**config.mk**
```make
export PLATFORM = sky130hd
export DESIGN_NAME = host_cmd_vector
export DESIGN_NICKNAME = d
export VERILOG_FILES = /design/src/rtl/host_cmd_pkg.sv /design/src/rtl/hcv_cmd_reg.sv /design/src/rtl/hcv_req_gen.sv /design/src/rtl/host_cmd_vector.sv
export SDC_FILE = /design/constraint.sdc
export NUM_CORES = 1
export LEC_CHECK = 0
export BUFFER_PORTS_ARGS = -buffer_cell sky130_fd_sc_hd__clkbuf_2
export CORE_AREA = 2 2 39 41
export CTS_BUF_LIST = sky130_fd_sc_hd__clkbuf_8
export DETAILED_ROUTE_END_ITERATION = 8
export DIE_AREA = 0 0 41 43
export PLACE_DENSITY = 0.68
export REMOVE_ABC_BUFFERS = 1
export SYNTH_ARGS = -nofsm -noshare
export SYNTH_HDL_FRONTEND = slang
export SYNTH_SLANG_ARGS = --single-unit
export TNS_END_PERCENT = 30
```
**constraint.sdc**
```tcl
create_clock -name clk_i -period 1 [get_ports clk_i]
set_input_delay 0.15 -clock clk_i [delete_from_list [all_inputs] [get_ports clk_i]]
set_output_delay 0.15 -clock clk_i [all_outputs]
set_load 0.005 [all_outputs]
```
**src/rtl/host_cmd_pkg.sv**
```systemverilog
package host_cmd_pkg;
  localparam int unsigned REG_W   = 8;
  localparam int unsigned CMD_BIT = 7;

  function automatic logic [5:0] vec_to_addr(input logic [4:0] v);
    return {v, 1'b0};
  endfunction
endpackage

```
**src/rtl/hcv_cmd_reg.sv**
```systemverilog
module hcv_cmd_reg
  import host_cmd_pkg::*;
#(
  parameter int unsigned HV_W = 5,
  parameter logic [HV_W-1:0] HV_RESET = 5'h12
) (
  input  logic             clk_i,
  input  logic             rst_ni,
  input  logic             wr_en_i,
  input  logic [REG_W-1:0] wdata_i,
  input  logic             ack_i,
  output logic [HV_W-1:0]  hv_o,
  output logic             hc_o
);
  logic [HV_W-1:0] hv_q;
  logic            hc_q;

  always_ff @(posedge clk_i or negedge rst_ni) begin
    if (!rst_ni) begin
      hv_q <= HV_RESET;
      hc_q <= 1'b0;
    end else if (ack_i && hc_q) begin
      hc_q <= 1'b0;              // acknowledge beats any host write
    end else if (wr_en_i) begin
      hc_q <= wdata_i[CMD_BIT];
      if (!hc_q) hv_q <= wdata_i[HV_W-1:0];  // vector locked while pending
    end
  end

  assign hv_o = hv_q;
  assign hc_o = hc_q;

  AST_VEC_LOCKED: assert property (@(posedge clk_i) disable iff (!rst_ni)
    hc_q |=> $stable(hv_q));
  AST_ACK_CLEARS: assert property (@(posedge clk_i) disable iff (!rst_ni)
    (ack_i && hc_q) |=> !hc_q);
  AST_SET_BY_WRITE: assert property (@(posedge clk_i) disable iff (!rst_ni)
    $rose(hc_q) |-> $past(wr_en_i && wdata_i[CMD_BIT] && !ack_i));
endmodule

```
**src/rtl/hcv_req_gen.sv**
```systemverilog
module hcv_req_gen #(
  parameter int unsigned HV_W = 5,
  localparam int unsigned ADDR_W = HV_W + 1
) (
  input  logic              hc_i,
  input  logic [HV_W-1:0]   hv_i,
  input  logic              ie_i,
  input  logic              dma_i,
  output logic              req_o,
  output logic [ADDR_W-1:0] addr_o
);
  always_comb begin
    req_o  = hc_i && ie_i && !dma_i;
    addr_o = {hv_i, 1'b0};
  end
endmodule

```
**src/rtl/host_cmd_vector.sv**
```systemverilog
module host_cmd_vector
  import host_cmd_pkg::*;
#(
  parameter int unsigned HV_W = 5,
  parameter logic [HV_W-1:0] HV_RESET = 5'h12,
  localparam int unsigned ADDR_W = HV_W + 1,
  localparam int unsigned PAD_W  = CMD_BIT - HV_W
) (
  input  logic              clk_i,
  input  logic              rst_ni,
  input  logic              host_wr_i,
  input  logic [REG_W-1:0]  host_wdata_i,
  output logic [REG_W-1:0]  cmd_rdata_o,
  input  logic              cmd_ie_i,
  input  logic              dma_on_i,
  input  logic              exc_ack_i,
  output logic              pending_o,
  output logic              exc_req_o,
  output logic [ADDR_W-1:0] vec_addr_o
);
  logic [HV_W-1:0] hv;
  logic            hc;

  hcv_cmd_reg #(.HV_W(HV_W), .HV_RESET(HV_RESET)) u_reg (
    .clk_i   (clk_i),
    .rst_ni  (rst_ni),
    .wr_en_i (host_wr_i),
    .wdata_i (host_wdata_i),
    .ack_i   (exc_ack_i),
    .hv_o    (hv),
    .hc_o    (hc)
  );

  hcv_req_gen #(.HV_W(HV_W)) u_req (
    .hc_i   (hc),
    .hv_i   (hv),
    .ie_i   (cmd_ie_i),
    .dma_i  (dma_on_i),
    .req_o  (exc_req_o),
    .addr_o (vec_addr_o)
  );

  assign pending_o   = hc;
  assign cmd_rdata_o = {hc, {PAD_W{1'b0}}, hv};

  AST_DMA_BLOCKS: assert property (@(posedge clk_i) disable iff (!rst_ni)
    dma_on_i |-> !exc_req_o);
  AST_IE_MASKS: assert property (@(posedge clk_i) disable iff (!rst_ni)
    !cmd_ie_i |-> !exc_req_o);
  AST_IDLE_ACK: assert property (@(posedge clk_i) disable iff (!rst_ni)
    (exc_ack_i && !pending_o && !host_wr_i) |=> $stable(cmd_rdata_o));
endmodule

```
After elaboration in Yosys (flattened, before gate mapping)

Cells that the tools add are included.

Register bits: 6
Bits of input ports: 14
Output and inout bits: 16
Word-level logic and storage cells: 12

Multiplexer cells: 2
Bitwise operators: 2
Reduce and logical (&&, ||, !) cells: 6

Operators with widths:

| kind              | number |
|---|---|
| $logic_and 1x1->1 | 3 |
| $reduce_and 3->1  | 1 |
| $mux 1            | 2 |
| $not 1->1         | 2 |
| $reduce_bool 2->1 | 1 |
| $logic_not 1->1   | 1 |

Longest topological paths before layout

Word-level depth: 3
Gate-level depth with buffers: 2

Modules after synthesis

A second synthesis with hierarchy kept.

Cells, all modules: 28
Area total of the unflattened synthesis: 355.3 µm²

By module, submodules not included:

| module          | times used | cells each | area an instance (µm²) | sequential area each (µm²) |
|---|---|---|---|---|
| hcv_cmd_reg     | 1          | 16         | 271.5                  | 152.6 |
| hcv_req_gen     | 1          | 8          | 57.6                   | 0.0 |
| host_cmd_vector | 1          | 4          | 26.3                   | 0.0 |

Worst setup path after synthesis

Ideal clock, no wire load.

Path type: register to register
Start point: reg u_reg.hc_q (netlist: u_reg.hc_o)
End point: reg u_reg.hv_q[0] (netlist: u_reg.hv_o[0])
Arrival: 0.944 ns
Required time: 0.875 ns
Slack: -0.069 ns
Stages on the path, launching flop included: 3
Period minus slack after synthesis: 1.069 ns
Cell sequence: dfrtp_1 > nor2b_4 > mux2_2

Word-level cells in the longest chain between the ends: 3
Elaborated cells on any way between the ends: 4
Classes of those cells: 2 x bitwise; 2 x reduce/logical

Ends and longest elaborated chain:

| element                               | line              | text |
|---|---|---|
| start: declaration                    | hcv_cmd_reg.sv:16 | `logic hc_q;` |
| start signal: assignment              | hcv_cmd_reg.sv:25 | `hc_q <= wdata_i[CMD_BIT];` |
| $logic_and 1x1->1                     | hcv_cmd_reg.sv:22 | `end else if (ack_i && hc_q) begin` |
| $not 1->1 (no source line)            | --                |  |
| $reduce_and 3->1 (no source line) (*) | --                |  |
| end signal: assignment                | hcv_cmd_reg.sv:26 | `if (!hc_q) hv_q <= wdata_i[HV_W-1:0];` |
| end: declaration                      | hcv_cmd_reg.sv:15 | `logic [HV_W-1:0] hv_q;` |

Mark *: on every way between the ends. The rest lies on a longest branch, timed or not.
A chain may end at the register's enable or synchronous reset.

Worst setup path after layout

Start point: reg u_reg.hc_q (netlist: u_reg.hc_o)
End point: out exc_req_o

Word-level cells in the longest chain between the ends: 2

Ends and longest elaborated chain:

| element                         | line                  | text |
|---|---|---|
| $logic_and 1x1->1 (2 in series) | hcv_req_gen.sv:13     | `req_o = hc_i && ie_i && !dma_i;` |
| end: declaration                | host_cmd_vector.sv:18 | `output logic exc_req_o,` |

Every way passes these cells.

==> impl_metrics.toml <==
[yosys]
yosys-top-cells-area = "dfrtp_1, buf_4, mux2_2"
synth_ff_type = "dfrtp_1"
yosys-top-cells-count = "buf_4, mux2_2, dfrtp_1, dfstp_2"
ys_seq_area_frac = 0.482
synth_seq_cells = 6
ys_warn_count = 0
async_flop_share = 1.00
synth.largest_area_cell = "dfrtp_1"
ys_types = 10
yosysMostFrequentCell = "buf_4"
synth_edf_count = 0
postSynthAreaPerCell_um2 = 12.2
syn_inst = 26
synth_top_area_share = 0.316
synth_area_um2 = 317

[worst_setup_path]
r2r_start = "u_reg.hc_o"
rrSetupSlack_ps = -70
r2r-end = "u_reg.hv_o[1]"
setup.worst_path.start = "u_reg.hc_o"
ff2ff_path_depth = 2
slowest_stage = "dfrtp_1"
crit_end = "exc_req_o"
worst_setup_path_start_kind = "flip-flop"
crit_chain = "buf_6 -> nand2_1 -> nor2_1 -> buf_2"
critPathBufInv = 2
cp_num_cells = 4
end_kind = "output port"
crit_required_ps = 850
cp.arrival_ps = 960
cp_max_fo = 4
max_stage_delay_ps = 390
cp_top_family = "flip-flops"
worstSetupPathType = "reg -> out"

[sta]
finalWorstSetupSlack_ps = -114
tns_ps = -462
finalWorstPathRequiredPeriod_ps = 1110
rsz0062_at_grt = "yes"
fin_crit_sh = 1.11
skew_ps = 4.80
finalSetupViolCount = 12
hold_violations = 0
max_freq_ghz = 0.898
maxSlewViolCount = 0

[floorplan]
start_util = 0.229
core_mm2 = 0.00138
die_x_um = 41
die_y_um = 43
rows = 14
die_area_mm2 = 0.00176
ios = 30

[route]
drt_pass1_iterations = 1
drt_wl_total_um = 632
drc_errors = 0
vias = 253
drt-initial-drc-count = 0
vias_per_cell = 3.83
final_antenna_net_count = 0
wl_per_cell_um = 9.58

[finish]
area_delta_synth_final_pct = 55.3
nNetsFinal = 65
drive_above_1_share = 0.740
antenna_cells = 0
fillers = 141
stdcell_count = 66

[worst_hold_path]
worstHoldStart = "exc_ack_i"
hold_path.class = "in -> reg"

[power_and_ir_drop]
p_total_uw = 951
p_int_uw = 727
pwr-share-clk = 0.382
comb_power_share = 0.261
seq_power_share = 0.356
vdd_drop_max_v = 0.00141
p_sw_frac = 0.235
p_leak_uw = 0.000277
power_switching_uw = 224
powerDensity_mw_per_mm2 = 1930

[clock_tree]
clkTransAtPathRegs_ps = 30
h-tree-depth = 1
clk_root_buffer_cell = "clkbuf_8"
clock_latency_ps = 220
cts_sinks = 6
cts_tree = "yes"
cts.path.max_buffers = 2
cts_buffers = 3

[place]
dp.cells = 60
gp_congestion = 0.559
hpwl_um = 494
port_buffers = 24

[global_route]
grt.total_usage = 0.0738
grt_pass1_vias = 230
grt_start_max_net_pins = 7
antenna_found_initial = 0
overflow = 0
grt_first_pass_wirelength_um = 841

[flow_run]
drv_cap = 0

[status]
violations = "setup timing"
status = "complete, but fails checks"
metrics by stage:
| stage | hold WS (ps) | worst slack (ps) | utilization | cell area [um2] |
|---|---|---|---|---|
| final | 107 | -114 | 0.355 | 492 |
| after global routing | 112 | -196 | 0.355 | 492 |
| after CTS | 105 | -127 | 0.345 | 478 |
| after detailed placement | -16.3 | -72.8 | 0.292 | 404 |
| after global placement | -16.2 | -52.0 | 0.292 | 404 |
| after floorplan | -146 | -83.7 | - | 256 |
registers in the layout, indices dropped and copies added, names as in the netlist:
signal / flops
u_reg.hv_o: 5
u_reg.hc_o: 1
layout by cell type, fill, tap and decap left out:
cell,count
buf_6,2
conb_1,3
nand2_1,1
dlygate4sd3_1,1
buf_2,2
mux2i_1,1
nor2b_4,1
nor2_1,1
clkbuf_2,21
buf_4,1
dfrtp_1,4
clkbuf_8,3
dfstp_2,2
a21oi_1,1
inv_1,1
mux2_2,1
mux2_4,4
layout make-up:
| type | count | area [um2] | area share |
|---|---|---|---|
| Clock inverter | 1 | 3.75 | 0.00763 |
| Multi-Input combinational cell | 13 | 119 | 0.242 |
| Clock buffer | 3 | 41.3 | 0.0840 |
| Sequential cell | 6 | 153 | 0.310 |
| Timing Repair Buffer | 27 | 155 | 0.316 |
| Tap cell | 16 | 20.0 | 0.0407 |
metal layers:
| metal | GRT usage | vias up | wire length, um |
|---|---|---|---|
| li1 | - | 120 | - |
| met1 | 0.0526 | 113 | 244 |
| met2 | 0.128 | 20 | 296 |
| met3 | 0.0681 | 0 | 90 |
| met4 | 0.0200 | 0 | 0 |
| met5 | 0 | - | 0 |
how the worst min path moves through the flow:
stage	endpoint	slack, ps	depth (start not counted)
after floorplan	u_reg.hc_o	-150	0
after global placement	u_reg.hv_o[2]	-20	1
after detailed placement	u_reg.hv_o[2]	-20	1
after CTS	u_reg.hc_o	110	2
after global routing	u_reg.hc_o	110	2
final	u_reg.hc_o	110	2
cells by family after synthesis:
| kind of cell | share of synthesized area |
|---|---|
| AOI/OAI and AO/OA | 0.0158 |
| DFF | 0.482 |
| other | 0.0118 |
| muxes | 0.209 |
| buffers and inverters | 0.213 |
| and+or+nand+nor | 0.0672 |
what timing repair did:
item	in CTS	in global routing
resized for setup	3	6
pin swaps	0	0
setup endpoints to repair	12	13
hold endpoints to repair	6	0
hold buffers	1	0
setup buffers	1	0
power by group through the flow:
stage                     registers (uW)  clock network (uW)  logic, uW
after floorplan                      352                   0       61.6
after global routing                 345                 405        280
after global placement               334                   0        205
after CTS                            339                 376        234
after detailed placement             339                   0        208
final                                339                 364        249
(Power assumes the default switching activity.)
